===== src/rtl/sync_gen_pkg.sv =====
package sync_gen_pkg;
    localparam int SEL_W   = 3;
    localparam int NUM_SRC = 1 << SEL_W;

    typedef enum logic [SEL_W-1:0] {
        SRC_NONE = 3'd0,
        SRC_A    = 3'd1,
        SRC_B    = 3'd2,
        SRC_DA   = 3'd3,
        SRC_DB   = 3'd4,
        SRC_TC   = 3'd5,
        SRC_OS   = 3'd6,
        SRC_OFF  = 3'd7
    } sync_src_e;
endpackage


===== src/rtl/sync_period_counter.sv =====
module sync_period_counter #(
    parameter int PER_W   = 16,
    parameter int PRESC_W = 4,
    parameter int RAMP_W  = 12
) (
    input  logic              clk,
    input  logic              rst_n,
    input  logic [PER_W-1:0]  period_i,
    input  logic              resync_i,
    output logic              tc_o,
    output logic [RAMP_W-1:0] ramp_o
);
    localparam int CNT_W = PER_W + PRESC_W;

    typedef struct packed {
        logic [CNT_W-1:0] cnt;
    } cnt_state_t;

    cnt_state_t st_d, st_q;
    logic [CNT_W-1:0] last_val;

    always_comb begin
        // 16*(P+1)-1 is P with four ones appended: no adder needed
        last_val = {period_i, {PRESC_W{1'b1}}};
        tc_o     = (st_q.cnt >= last_val);
        st_d     = st_q;
        if (resync_i || tc_o) begin
            st_d.cnt = '0;
        end else begin
            st_d.cnt = st_q.cnt + CNT_W'(1);
        end
    end

    always_ff @(posedge clk or negedge rst_n) begin
        if (!rst_n) begin
            st_q <= '0;
        end else begin
            st_q <= st_d;
        end
    end

    assign ramp_o = st_q.cnt[RAMP_W-1:0];
endmodule


===== src/rtl/sync_delay_line.sv =====
module sync_delay_line #(
    parameter int DLY_W   = 9,
    parameter int DLY_MAX = 258
) (
    input  logic             clk,
    input  logic             rst_n,
    input  logic             ev_i,
    input  logic [DLY_W-1:0] dly_cfg_i,
    output logic             dly_o
);
    localparam logic [DLY_W-1:0] DLY_LIM = DLY_W'(DLY_MAX);

    typedef struct packed {
        logic             pend;
        logic [DLY_W-1:0] cnt;
    } dly_state_t;

    dly_state_t       st_d, st_q;
    logic [DLY_W-1:0] eff_dly;
    logic             fire;

    always_comb begin
        eff_dly = (dly_cfg_i > DLY_LIM) ? DLY_LIM : dly_cfg_i;
        fire    = st_q.pend && (st_q.cnt == '0);
        dly_o   = (eff_dly == '0) ? ev_i : fire;
        st_d    = st_q;
        if (ev_i && (eff_dly != '0)) begin
            // newest event replaces whatever is pending
            st_d.pend = 1'b1;
            st_d.cnt  = eff_dly - DLY_W'(1);
        end else if (fire) begin
            st_d.pend = 1'b0;
        end else if (st_q.pend) begin
            st_d.cnt = st_q.cnt - DLY_W'(1);
        end
    end

    always_ff @(posedge clk or negedge rst_n) begin
        if (!rst_n) begin
            st_q <= '0;
        end else begin
            st_q <= st_d;
        end
    end
endmodule


===== src/rtl/sync_source_mux.sv =====
module sync_source_mux
    import sync_gen_pkg::*;
(
    input  logic [NUM_SRC-1:0] src_i,
    input  logic [SEL_W-1:0]   sel_i,
    output logic               sync_o
);
    always_comb begin
        sync_o = src_i[sel_i];
    end
endmodule


===== src/rtl/sync_pulse_gen.sv =====
module sync_pulse_gen
    import sync_gen_pkg::*;
#(
    parameter int PER_W   = 16,
    parameter int PRESC_W = 4,
    parameter int RAMP_W  = 12,
    parameter int DLY_W   = 9,
    parameter int DLY_MAX = 258,
    parameter int NUM_DST = 5
) (
    input  logic                     clk,
    input  logic                     rst_n,
    input  logic                     sync_a_n,
    input  logic                     sync_b_n,
    input  logic                     oneshot_req,
    input  logic [PER_W-1:0]         period_cfg,
    input  logic [DLY_W-1:0]         dly_a_cfg,
    input  logic [DLY_W-1:0]         dly_b_cfg,
    input  logic [NUM_DST*SEL_W-1:0] dst_sel,
    input  logic [SEL_W-1:0]         out_sel,
    output logic [NUM_DST-1:0]       dst_sync,
    output logic                     sync_out,
    output logic [RAMP_W-1:0]        ramp
);
    localparam int NUM_ROUTE = NUM_DST + 1;

    typedef struct packed {
        logic a;
        logic b;
        logic os;
    } in_state_t;

    in_state_t            in_d, in_q;
    logic [NUM_SRC-1:0]   src_vec;
    logic                 dly_a, dly_b, tc;
    logic [NUM_ROUTE-1:0] route;

    always_comb begin
        in_d.a  = ~sync_a_n;
        in_d.b  = ~sync_b_n;
        in_d.os = oneshot_req;
    end

    always_ff @(posedge clk or negedge rst_n) begin
        if (!rst_n) begin
            in_q <= '0;
        end else begin
            in_q <= in_d;
        end
    end

    sync_delay_line #(.DLY_W(DLY_W), .DLY_MAX(DLY_MAX)) dly_a_i (
        .clk(clk), .rst_n(rst_n), .ev_i(in_q.a), .dly_cfg_i(dly_a_cfg), .dly_o(dly_a)
    );

    sync_delay_line #(.DLY_W(DLY_W), .DLY_MAX(DLY_MAX)) dly_b_i (
        .clk(clk), .rst_n(rst_n), .ev_i(in_q.b), .dly_cfg_i(dly_b_cfg), .dly_o(dly_b)
    );

    sync_period_counter #(.PER_W(PER_W), .PRESC_W(PRESC_W), .RAMP_W(RAMP_W)) cnt_i (
        .clk(clk), .rst_n(rst_n), .period_i(period_cfg), .resync_i(route[0]),
        .tc_o(tc), .ramp_o(ramp)
    );

    always_comb begin
        src_vec         = '0;
        src_vec[SRC_A]  = in_q.a;
        src_vec[SRC_B]  = in_q.b;
        src_vec[SRC_DA] = dly_a;
        src_vec[SRC_DB] = dly_b;
        src_vec[SRC_TC] = tc;
        src_vec[SRC_OS] = in_q.os;
    end

    for (genvar gi = 0; gi < NUM_ROUTE; gi++) begin : g_route
        logic [SEL_W-1:0] sel;
        if (gi < NUM_DST) begin : g_dst
            assign sel = dst_sel[gi*SEL_W +: SEL_W];
        end else begin : g_pin
            assign sel = out_sel;
        end
        sync_source_mux mux_i (.src_i(src_vec), .sel_i(sel), .sync_o(route[gi]));
    end

    assign dst_sync = route[NUM_DST-1:0];
    assign sync_out = route[NUM_DST];
endmodule


===== config.mk =====
export PLATFORM = sky130hd
export DESIGN_NAME = sync_pulse_gen
export DESIGN_NICKNAME = d
export VERILOG_FILES = /design/src/rtl/sync_gen_pkg.sv /design/src/rtl/sync_period_counter.sv /design/src/rtl/sync_delay_line.sv /design/src/rtl/sync_source_mux.sv /design/src/rtl/sync_pulse_gen.sv
export SDC_FILE = /design/constraint.sdc
export NUM_CORES = 1
export LEC_CHECK = 0
export ABC_AREA = 0
export BUFFER_PORTS_ARGS = -buffer_cell sky130_fd_sc_hd__buf_2
export CAP_MARGIN = 0
export CELL_PAD_IN_SITES_DETAIL_PLACEMENT = 2
export CELL_PAD_IN_SITES_GLOBAL_PLACEMENT = 2
export CORE_ASPECT_RATIO = 0.75
export CORE_MARGIN = 3
export CORE_UTILIZATION = 35
export DETAILED_ROUTE_END_ITERATION = 12
export GPL_TIMING_DRIVEN = 0
export HOLD_SLACK_MARGIN = 0.02
export PLACE_DENSITY = 0.87
export SETUP_SLACK_MARGIN = 0.1
export SYNTH_ARGS = -nofsm -noshare
export SYNTH_HDL_FRONTEND = slang
export SYNTH_SLANG_ARGS = --single-unit

===== constraint.sdc =====
create_clock -name clk -period 5.7 [get_ports clk]
set_input_delay 1.14 -clock clk [delete_from_list [all_inputs] [get_ports clk]]
set_output_delay 1.14 -clock clk [all_outputs]
set_load 0.02 [all_outputs]

### Word level (Yosys, flattened, before mapping)

Index checks and enable logic that the tools add are counted.

| storage, ports and cells | value |
|---|---|
| bits in registers | 43 |
| input port bits | 57 |
| output and inout port bits | 18 |
| logic and storage cells | 68 |

| operators by class | value |
|---|---|
| $add $sub $neg | 5 |
| magnitude comparators | 9 |
| eq/ne operators | 2 |
| multiplexer cells | 25 |
| bitwise operators | 2 |
| reductions and logical operators | 17 |

Operators by type and width:

| operator | number |
|---|---|
| 9-bit 2-to-1 mux | 6 |
| 9-bit zero test | 4 |
| 9-bit by 1-bit subtractor with 9-bit output (second input constant) | 4 |
| 3-bit by 4-bit less-than comparator with 1-bit output (second input constant) | 6 |
| 20-bit by 1-bit adder with 20-bit output (second input constant) | 1 |
| 20-bit greater-or-equal comparator | 1 |
| 10-bit 2-to-1 mux | 2 |
| 20-bit 2-to-1 mux | 1 |
| 1-bit binary-select mux with 3-bit select | 6 |
| 9-bit > comparator (second input constant) | 2 |
| 9-bit nonzero test | 2 |
| 1-bit 2-to-1 mux | 10 |
| 2-bit nonzero test | 4 |
| 1-bit logical AND | 4 |
| 2-bit != test (second input constant) | 2 |
| 2-bit AND reduction | 2 |
| 1-bit NOT | 2 |
| 1-bit logical OR | 1 |

### Logic depth before layout (Yosys ltp)

Gate-level depths: netlist (run 1).

| depth | value |
|---|---|
| word-level depth | 8 |
| mapped depth | 12 |
| depth with buffers taken out | 11 |

### Hierarchy

From an unflattened synthesis (run 1), not the netlist that was laid out.

| second synthesis, totals | value |
|---|---|
| cell total of the unflattened synthesis | 385 |
| area total of the unflattened synthesis | 3766.1 um^2 |

By module, submodules not included:

| module | instances | cells each | area an instance (um^2) | sequential area each (um^2) |
|---|---|---|---|---|
| sync_delay_line | 2 | 101 | 848.3 | 250.2 |
| sync_period_counter | 1 | 159 | 1600.3 | 500.5 |
| sync_source_mux | 6 | 3 | 63.8 | 0.0 |
| sync_pulse_gen | 1 | 6 | 86.3 | 75.1 |

### Worst setup path before layout (run 1)

Ideal clock, no wire load.

| timing path | value |
|---|---|
| path type | input to output |
| from | input dly_b_cfg[3] |
| to | output sync_out |
| arrival | 3.371 ns |
| required time | 4.560 ns |
| path slack | 1.189 ns |
| stages | 8 |
| buffers on the path | 2 |
| cells stage by stage | or4_1 -> buf_2 -> or3_1 -> buf_6 -> mux2i_4 -> mux2i_1 -> o221a_1 -> a2111oi_2 |

| on the way | value |
|---|---|
| longest elaborated chain between the ends | 6 |

Ends and longest elaborated chain:

| item | RTL line | text |
|---|---|---|
| start, declared | sync_pulse_gen.sv:18 | `input logic [DLY_W-1:0] dly_b_cfg,` |
| 9-bit > comparator | sync_delay_line.sv:23 | `eff_dly = (dly_cfg_i > DLY_LIM) ? DLY_LIM : dly_cfg_i;` |
| 9-bit 2-to-1 mux (*) | sync_delay_line.sv:23 |  |
| 9-bit zero test (*) | sync_delay_line.sv:25 | `dly_o = (eff_dly == '0) ? ev_i : fire;` |
| 1-bit 2-to-1 mux (*) | sync_delay_line.sv:25 |  |
| 1-bit binary-select mux with 3-bit select (*) | sync_source_mux.sv:9 | `sync_o = src_i[sel_i];` |
| 1-bit 2-to-1 mux (not written as such) (*) | sync_source_mux.sv:9 |  |
| end, declared | sync_pulse_gen.sv:22 | `output logic sync_out,` |

Mark *: on every way between the ends. The rest lies on a longest branch, timed or not. The select of a mux whose other input is x is not followed.

### Worst setup path after layout (run 1)

| timing path | value |
|---|---|
| from | input dly_b_cfg[3] |
| to | output dst_sync[3] |

| on the way | value |
|---|---|
| longest elaborated chain between the ends | 6 |

Ends and longest elaborated chain:

| item | RTL line | text |
|---|---|---|
| 9-bit > comparator | sync_delay_line.sv:23 |  |
| 9-bit 2-to-1 mux (*) | sync_delay_line.sv:23 |  |
| 9-bit zero test (*) | sync_delay_line.sv:25 |  |
| 1-bit 2-to-1 mux (*) | sync_delay_line.sv:25 |  |
| 1-bit binary-select mux with 3-bit select (*) | sync_source_mux.sv:9 |  |
| 1-bit 2-to-1 mux (not written as such) (*) | sync_source_mux.sv:9 |  |
| end, declared | sync_pulse_gen.sv:21 | `output logic [NUM_DST-1:0] dst_sync,` |

Marked as above.

==> results of run 1 <==
-- path summary, 6_finish.rpt --
kind,start,endpoint,slack (ps),cells past startpoint
hold reg to reg,cnt_i.st_q[0],cnt_i.st_q[0],520,1
setup / recovery,dly_b_cfg[3],dst_sync[3],820,11
min in group asynchronous,rst_n,in_q[0],1050,1
max in group asynchronous,rst_n,cnt_i.st_q[17],3960,1
hold / removal,cnt_i.st_q[0],cnt_i.st_q[0],520,1
setup reg to reg,in_q[1],dly_b_i.st_q[6],2470,11
-- worst register-to-register path, cell delays in order, from the launching register on --
cell and delay [ps]:
dfrtp_1 420, buf_1 290, clkbuf_1 370, nand2_1 200
nor3_1 70, a211oi_1 300, ha_1 290, nand2_1 100
a2111oi_0 590, nand3b_1 200, mux2i_1 180, o21ai_0 80
-- metrics by stage --
stage	instance area [um^2]	hold WS, ps
2_1_floorplan	3760	448
3_3_place_gp	4310	471
3_5_place_dp	4310	493
4_1_cts	4470	512
5_1_grt	4470	520
6_report	4470	518
-- where the power goes --
part	switching, mW	leakage (nW)	total, mW	internal (mW)
clock	0.134	0.0838	0.341	0.207
combinational	0.179	1.43	0.308	0.129
sequential	0.0526	0.547	0.394	0.341
total	0.365	2.06	1.04	0.678
-- per-layer routing --
metal / vias to the layer above / GRT usage (%) / share of wire (%)
met5: - / 0 / 0
met4: 0 / 5.18 / 0.67
met3: 10 / 4.44 / 4.0
met2: 81 / 42.7 / 49
met1: 2004 / 29.9 / 46
li1: 1867 / - / -
-- flip-flops by register name, indices dropped and copies added (netlist names) --
signal / count
dly_a_i.st_q: 10
cnt_i.st_q: 20
dly_b_i.st_q: 10
in_q: 3
-- layout make-up --
type                       instances  area share, %
sequential                        43           24.0
buffer                            31           4.33
clock inverter                     3          0.979
inverter                          28           2.35
timing repair buffer              74           8.28
multi-input combinational        371           53.4
tap                              136           3.80
clock buffer                       5           2.80
-- logic make-up (layout without fill, tap and decap cells) --
family | after synthesis | after routing
muxes | 10 | 10
buffers and inverters | 59 | 141
and+or+nand+nor | 197 | 197
AOI/OAI and AO/OA | 120 | 120
DFF | 43 | 43
xor gates and xnor gates | 25 | 25
adders and majority gates | 19 | 19
-- placed cells by master (no fill, tap or decap), types with 6 or more instances in the layout --
cell type / instances
a211oi_1: 8
mux2i_1: 7
dfrtp_1: 43
xor2_1: 12
buf_4: 17
nor2_1: 55
buf_2: 79
or3_1: 7
inv_1: 27
ha_1: 19
nor4_1: 10
nor2b_1: 6
and3_1: 6
o21ai_0: 32
nand2_1: 41
nand2b_1: 13
xnor2_1: 13
nor3_1: 15
a31oi_1: 9
nand4_1: 10
nand3_1: 13
a21oi_1: 25
clkbuf_1: 7
==> flow_metrics.tcl, run 1 <==
set metrics [dict create \
    status "completed" \
    crit_top_cell "buf_2" \
    syn-num-nets 549 \
    h-tree-depth 2 \
    cts_buffers 5 \
    ys_ff_latch 43 \
    synth_top_flop_cell "dfrtp_1" \
    fin_ws_ps 820 \
    synth_compound_area_share_pct 22.1 \
    area_growth_pct 18.8 \
    relSlewSlack_pct 26.1 \
    fin_crit_sh_pct 85.6 \
    clk_pin_slew_worst_paths_ps 70 \
    io_pins 75 \
    synth_top_area_share_pct 28.6 \
    cts_hold_buf 0 \
    path_buf_inv 5 \
    setup_violations 0 \
    antenna_found_initial 0 \
    synth_top_family_by_area "simple AND/OR/NAND/NOR gates" \
    final_nets 630 \
    clk_path_buf_depth 2 \
    skew_ps 8.38 \
    yosys_warnings 0 \
    report.power.total_mw 1.04 \
    synth_commonest_cells "55 x nor2_1, 43 x dfrtp_1, 41 x nand2_1" \
    synthTopCellsByArea "dfrtp_1 29%, ha_1 6.3%, nor2_1 5.5%, o21ai_0 4.3%, nand2_1 4.1%" \
    die_h_um 95.8 \
    synth_edf_count 0 \
    port-buffer-count 74 \
    vias 3962 \
    critPathLaunchType "primary input" \
    syn_area_um2 3760 \
    n_fill_cell 1219 \
    p_leak_nw 2.06 \
    regArea_um2 1080 \
    layoutNonFillerInstCount 691 \
    hold_path.class "flip-flop to flip-flop" \
    ant_nets 0 \
    syn_inst 473 \
    power_density_nw_per_um2 233 \
    grt_max_degree 44 \
    synthMuxAreaShare_pct 3.06 \
    diodes 0 \
    cp-end-kind "output pin" \
    cts_tree "yes" \
    ys_types 58 \
    multi_input_area_um2 2390 \
    cts_resized 0 \
    wire_per_inst_um 20.0 \
    initial_utilization_pct 36.3 \
    peakVddDrop_uv 104 \
    clk_latency_ps 290 \
    synthSimpleGateAreaFrac_pct 26.2 \
    core-area_um2 10400 \
    synth_most_common_cell "nor2_1" \
    slowest_delay_ps 500 \
    maxCapViolations 0 \
    critical-path-slowest-cell "or4_1" \
    yosys.area.top_type "dfrtp_1" \
    dr.pass1.iters 4 \
    min_period_ps 4880 \
    die_width_um 126 \
    dieArea_um2 12100 \
    synthArstFlopShare_pct 100 \
    drv_slew 0 \
    tightest_slew_ps 1110 \
    worstPathRequired_ps 4560 \
    critPathMaxFanout 8 \
    drc 0 \
    seq_area_frac_synth_pct 28.6 \
    clkSinkCount 43 \
    post_cts_buffers 0 \
    grt_pass1_vias 4416 \
    rsz0062_at_grt "false" \
    arrival_ps 3740 \
    routed_via_density 5.73 \
    gp_congestion 0.846 \
    dp_cells 683 \
    final_util_pct 43.1 \
    syn_area_per_cell_um2 7.96 \
    grt_usage_pct 23.7 \
    tns_ps 0 \
    drive_gt1_share_pct 22.0 \
    finalHoldViolCount 0 \
    drt-total-wl_mm 13.8 \
    drt_iter0_drc 186 \
    yosys.area_share.xor_xnor_pct 5.82 \
    overflow 0 \
    cts_root_buf "clkbuf_16" \
    pre_cts_ws_ps 790 \
    grt_pass1_wl_mm 23.1 \
    worstPathCellList "buf_2 -> or4_1 -> buf_2 -> or3_1 -> buf_6 -> mux2i_4 -> mux2i_1 -> o221a_1 -> a2111oi_2 -> buf_4 -> buf_2" \
    place_hpwl_mm 10.4 \
    maxClockFrequency_mhz 205 \
    synth_fa_ha_area_share_pct 6.31 \
    crit_family "simple AND/OR/NAND/NOR gates" \
    fp-row-count 32 \
    worstSetupPathType "primary input to output pin" \
]
Power figures use the tool's default switching activity.
==> inputs of run 2 (changes only) <==
--- a/config.mk
+++ b/config.mk
@@ -16,7 +16,7 @@
 export DETAILED_ROUTE_END_ITERATION = 12
 export GPL_TIMING_DRIVEN = 0
 export HOLD_SLACK_MARGIN = 0.02
-export PLACE_DENSITY = 0.87
+export PLACE_DENSITY_LB_ADDON = 0.1
 export SETUP_SLACK_MARGIN = 0.1
 export SYNTH_ARGS = -nofsm -noshare
 export SYNTH_HDL_FRONTEND = slang
==> flow_metrics.tcl, run 2 (synthesized netlist as in run 1, its figures left out) <==
set metrics [dict create \
    status "completed" \
    maxCapViolations 0 \
    hold_depth 1 \
    hold_end "cnt_i.st_q[0]" \
    tns_ps 0 \
    clk_pin_slew_worst_paths_ps 60 \
    setup_violations 0 \
    io_pins 75 \
    hold_path.class "flip-flop to flip-flop" \
    whs_ps 519 \
    final_common_cell "buf_2" \
    min_period_ps 4950 \
    vias 3847 \
    cts_buffers 5 \
    dr.pass1.iters 4 \
    h-tree-depth 2 \
    die_h_um 95.8 \
    finalHoldViolCount 0 \
    fin_ws_ps 750 \
    clkSinkCount 43 \
    ant_nets 0 \
    critPathMaxFanout 8 \
    largestRegisters "cnt_i.st_q x20, dly_a_i.st_q x10, dly_b_i.st_q x10" \
    routed_via_density 5.57 \
    cts_hold_buf 0 \
    die_width_um 126 \
    power_density_nw_per_um2 233 \
    grt_pass1_vias 4161 \
    swShare_pct 33.9 \
    drc 0 \
    grt_usage_pct 21.2 \
    arrival_ps 3810 \
    clk_latency_ps 290 \
    p_switching_uw 353 \
    port-buffer-count 74 \
    rr_endpoint "dly_b_i.st_q[6]" \
    drive_gt1_share_pct 22.0 \
    cts_root_buf "clkbuf_16" \
    core-area_um2 10400 \
    layout_common_cells "79 x buf_2, 55 x nor2_1, 43 x dfrtp_1, 41 x nand2_1, 32 x o21ai_0" \
    gp_congestion 0.852 \
    worstSetupPathType "primary input to output pin" \
    design_area_um2 4480 \
    r2r-start "in_q[1]" \
    place_hpwl_mm 9.72 \
    fin_crit_sh_pct 86.8 \
    pre_cts_ws_ps 741 \
    wire_per_inst_um 18.1 \
    p_leak_nw 2.06 \
    rrSetupSlack_ps 2300 \
    peakVddDrop_uv 112 \
    grt_pass1_wl_mm 20.8 \
    cp-end-kind "output pin" \
    final_nets 630 \
    fp-row-count 32 \
    area_growth_pct 19.0 \
    worstPathRequired_ps 4560 \
    pwr-share-seq_pct 37.7 \
    tightest_slew_ps 1070 \
    relSlewSlack_pct 28.8 \
    grt_max_degree 44 \
    diodes 0 \
    drt_iter0_drc 122 \
    drt-total-wl_mm 12.5 \
    layoutNonFillerInstCount 691 \
    post_cts_buffers 0 \
    largest_register_ffs 20 \
    cts_resized 0 \
    drv_slew 0 \
    top_register "cnt_i.st_q" \
    rsz0062_at_grt "false" \
    skew_ps 3.31 \
    placed_cell_area_um2 4310 \
    pwr-share-comb_pct 28.7 \
    reg2reg_depth 11 \
    clk_path_buf_depth 2 \
    overflow 0 \
    cts_tree "yes" \
    p_clk_share_pct 33.5 \
    initial_utilization_pct 36.3 \
    maxClockFrequency_mhz 202 \
    dieArea_um2 12100 \
    critPathLaunchType "primary input" \
    holdCritStartpoint "cnt_i.st_q[0]" \
    p_int_uw 689 \
    antenna_found_initial 0 \
    dp_cells 683 \
]
run 2: cell type report:
class | count | area (um^2)
sequential | 43 | 1080
timing repair buffer | 74 | 370
multi-input combinational | 371 | 2390
buffer | 31 | 194
clock inverter | 2 | 35.0
clock buffer | 6 | 139
fill | 1243 | 5890
tap | 136 | 170
inverter | 28 | 105
run 2: worst max path at each step:
stage / from / end / slack, ps / cells past startpoint
after detailed placement: dly_b_cfg[3] / dst_sync[4] / 740 / 11
final: dly_b_cfg[3] / dst_sync[4] / 750 / 11
after floorplan: dly_b_cfg[3] / sync_out / 1190 / 8
after global routing: dly_b_cfg[3] / dst_sync[4] / 610 / 11
after global placement: dly_b_cfg[3] / dst_sync[4] / 820 / 11
after CTS: dly_b_cfg[3] / dst_sync[4] / 730 / 11
run 2: worst max-delay path, cell delays in order:
cell and delay [ps]:
buf_2 110, or4_1 520, buf_2 190, or3_1 370, buf_6 160, mux2i_4 290, mux2i_1 120, o221a_1 260
a2111oi_2 330, buf_4 170, buf_2 150
run 2: layer usage:
| metal | GRT usage, % | wire (um) | vias to the layer above |
|---|---|---|---|
| met4 | 5.27 | 112 | 0 |
| met5 | 0 | 0 | - |
| met1 | 27.4 | 6020 | 1915 |
| met3 | 3.22 | 401 | 9 |
| met2 | 37.5 | 5960 | 59 |
| li1 | - | - | 1864 |
run 2: stage by stage:
stage | util, % | total power, mW
finish | 43.2 | 1.04
global route | 43.2 | 1.10
CTS | 43.2 | 1.05
detailed placement | 41.5 | 0.698
global placement | 41.5 | 0.677
floorplan | - | 0.582
run 2: power by group through the flow:
stage | Clock (mW) | Sequential [mW] | Combinational (mW)
floorplan | 0 | 0.380 | 0.202
global placement | 0 | 0.394 | 0.283
detailed placement | 0 | 0.398 | 0.300
CTS | 0.356 | 0.393 | 0.303
global route | 0.369 | 0.400 | 0.336
finish | 0.349 | 0.393 | 0.299
==> inputs of run 3 (changes only) <==
--- a/config.mk
+++ b/config.mk
@@ -12,12 +12,14 @@
 export CELL_PAD_IN_SITES_GLOBAL_PLACEMENT = 2
 export CORE_ASPECT_RATIO = 0.75
 export CORE_MARGIN = 3
-export CORE_UTILIZATION = 35
+export CORE_UTILIZATION = 37
 export DETAILED_ROUTE_END_ITERATION = 12
 export GPL_TIMING_DRIVEN = 0
 export HOLD_SLACK_MARGIN = 0.02
 export PLACE_DENSITY_LB_ADDON = 0.1
+export REMOVE_ABC_BUFFERS = 1
 export SETUP_SLACK_MARGIN = 0.1
 export SYNTH_ARGS = -nofsm -noshare
 export SYNTH_HDL_FRONTEND = slang
+export SYNTH_HIERARCHICAL = 1
 export SYNTH_SLANG_ARGS = --single-unit
==> flow_metrics.tcl, run 3 <==
set metrics [dict create \
    rrSetupSlack_ps 2330 \
    overflow 0 \
    rr_endpoint "cnt_i/st_q[1]" \
    syn_area_per_cell_um2 9.78 \
    syn_inst 385 \
    synth_top_flop_cell "dfrtp_1" \
    power_density_nw_per_um2 225 \
    top_layer_used "met5" \
    arrival_ps 4040 \
    design_area_um2 4350 \
    synthTopCellsByArea "dfrtp_1 29%, mux4_1 8.4%, ha_1 6.3%, nor3_2 5.3%, a22oi_1 3.2%" \
    p_leak_nw 2.12 \
    drc 0 \
    port-buffer-count 74 \
    cp-end-kind "output pin" \
    wire_per_inst_um 19.6 \
    report.power.total_uw 979 \
    diodes 0 \
    regArea_um2 1080 \
    seq_area_frac_synth_pct 28.6 \
    routed_via_density 5.71 \
    area_growth_pct 15.6 \
    grt_usage_pct 21.0 \
    grt_max_degree 44 \
    tightest_slew_ps 1030 \
    clk_pin_slew_worst_paths_ps 60 \
    die_width_um 122 \
    hold_path.class "flip-flop to flip-flop" \
    synthArstFlopShare_pct 100 \
    maxClockFrequency_mhz 193 \
    final_util_pct 44.5 \
    final_nets 530 \
    yosys_warnings 6 \
    min_period_ps 5180 \
    drt_iter0_drc 84 \
    gp_congestion 0.854 \
    largestRegisters "cnt_i/st_q x20, dly_a_i/st_q x10, dly_b_i/st_q x10" \
    top_register "cnt_i/st_q" \
    fp-row-count 31 \
    largest_register_ffs 20 \
    cts_resized 0 \
    initial_utilization_pct 38.5 \
    grt_pass1_wl_mm 18.9 \
    critPathLaunchType "primary input" \
    n_fill_cell 1096 \
    status "completed" \
    cts_tree "yes" \
    antenna_found_initial 2 \
    drt-total-wl_mm 11.5 \
    crit_top_cell "buf_2" \
    dieArea_um2 11400 \
    worstPathCellList "buf_2 -> inv_1 -> ha_1 -> a21oi_1 -> nand2b_1 -> nor4b_2 -> o21ai_4 -> buf_16 -> mux4_1 -> mux2_2 -> buf_2" \
    critical-path-slowest-cell "mux2_2" \
    place_hpwl_mm 8.76 \
    ant_nets 0 \
    reg2reg_depth 9 \
    maxCapViolations 0 \
    drive_gt1_share_pct 29.2 \
    ys_types 60 \
    cts_buffers 5 \
    placed_cell_area_um2 4210 \
    synth_most_common_cell "dfrtp_1" \
    synth_commonest_cells "43 x dfrtp_1, 32 x nor2_1, 27 x nand2_1" \
    skew_ps 3.36 \
    relSlewSlack_pct 31.4 \
    layoutNonFillerInstCount 587 \
    r2r-start "cnt_i/st_q[11]" \
    wl_met1_mm 5.39 \
    core-area_um2 9770 \
    cts_hold_buf 0 \
    multi_input_area_um2 2480 \
    dp_cells 579 \
    clk_latency_ps 290 \
    vias 3352 \
    worstPathRequired_ps 4560 \
    rsz0062_at_grt "false" \
    wl_met3_um 381 \
    critPathMaxFanout 21 \
    holdCritStartpoint "cnt_i/st_q[0]" \
    crit_end "dst_sync[0]" \
    post_cts_buffers 0 \
    clk_path_buf_depth 2 \
    worstSetupPathType "primary input to output pin" \
    io_pins 75 \
    dr_wl_met2_mm 5.65 \
    layout_common_cells "74 x buf_2, 43 x dfrtp_1, 32 x nor2_1, 27 x nand2_1, 25 x inv_1" \
    synth_top_area_share_pct 28.6 \
    dr.pass1.iters 4 \
    syn_area_um2 3770 \
    drv_slew 0 \
    setup_violations 0 \
    h-tree-depth 2 \
    yosys.area.top_type "dfrtp_1" \
    clkSinkCount 43 \
    grt_pass1_vias 3637 \
    critPathLaunch "period_cfg[7]" \
    cts_root_buf "clkbuf_16" \
    fin_crit_sh_pct 90.9 \
    ys_ff_latch 43 \
    slowest_delay_ps 530 \
    tns_ps 0 \
    die_h_um 93.4 \
    synth_edf_count 0 \
    finalHoldViolCount 0 \
    final_common_cell "buf_2" \
    peakVddDrop_uv 154 \
]
==> run 3: worst min-delay path by stage <==
stage | depth (start not counted) | end
2_1_floorplan | 2 | dly_a_i/st_q[8]
3_3_place_gp | 1 | cnt_i/st_q[0]
3_5_place_dp | 1 | cnt_i/st_q[0]
4_1_cts | 1 | cnt_i/st_q[0]
5_1_grt | 1 | cnt_i/st_q[0]
6_report | 1 | cnt_i/st_q[0]
==> run 3: per-layer routing <==
layer / global-route usage, % / vias to the layer above
met5: 0 / -
met4: 2.52 / 4
met3: 3.81 / 11
met2: 36.6 / 56
met1: 28.1 / 1715
li1: - / 1566
==> run 3: cell families (layout without fill, tap and decap cells) <==
kind of cell    count (synthesis)  after routing  share of synthesized area [%]
other cells                     1             12                         0.0996
buf+inv                        49            108                           6.88
compound gates                 82             82                           17.8
fa+ha+maj                      19             19                           6.31
simple gates                  151            151                           25.0
xor+xnor                       20             20                           4.65
mux                            20             20                           10.7
flops                          43             43                           28.6
==> run 3: final cells by class <==
type                       count  area share [%]
sequential                    43            24.7
timing repair buffer          75            9.14
multi-input combinational    304            57.0
clock buffer                   6            2.96
tap                          132            3.79
clock inverter                 2           0.287
inverter                      25            2.16
==> run 3: critical path, delay by kind of cell <==
| kind | cells | cell delay, ps |
|---|---|---|
| AO/OA/AOI/OAI | 2 | 480 |
| adder cells (fa/ha/maj) | 1 | 320 |
| buffers and inverters | 4 | 610 |
| multiplexers | 2 | 1020 |
| AND/OR/NAND/NOR | 2 | 450 |
==> run 3: per-stage QoR <==
stage / hold slack, ps / worst slack [ps]
after floorplan: 517 / 904
after global placement: 537 / -85.3
after detailed placement: 538 / 486
after CTS: 551 / 494
after global routing: 587 / 330
final: 556 / 518
==> run 3: where the power goes <==
group	switching, mW	total (mW)	internal [mW]
sequential	0.0676	0.415	0.348
clock	0.124	0.286	0.162
combinational	0.158	0.277	0.119
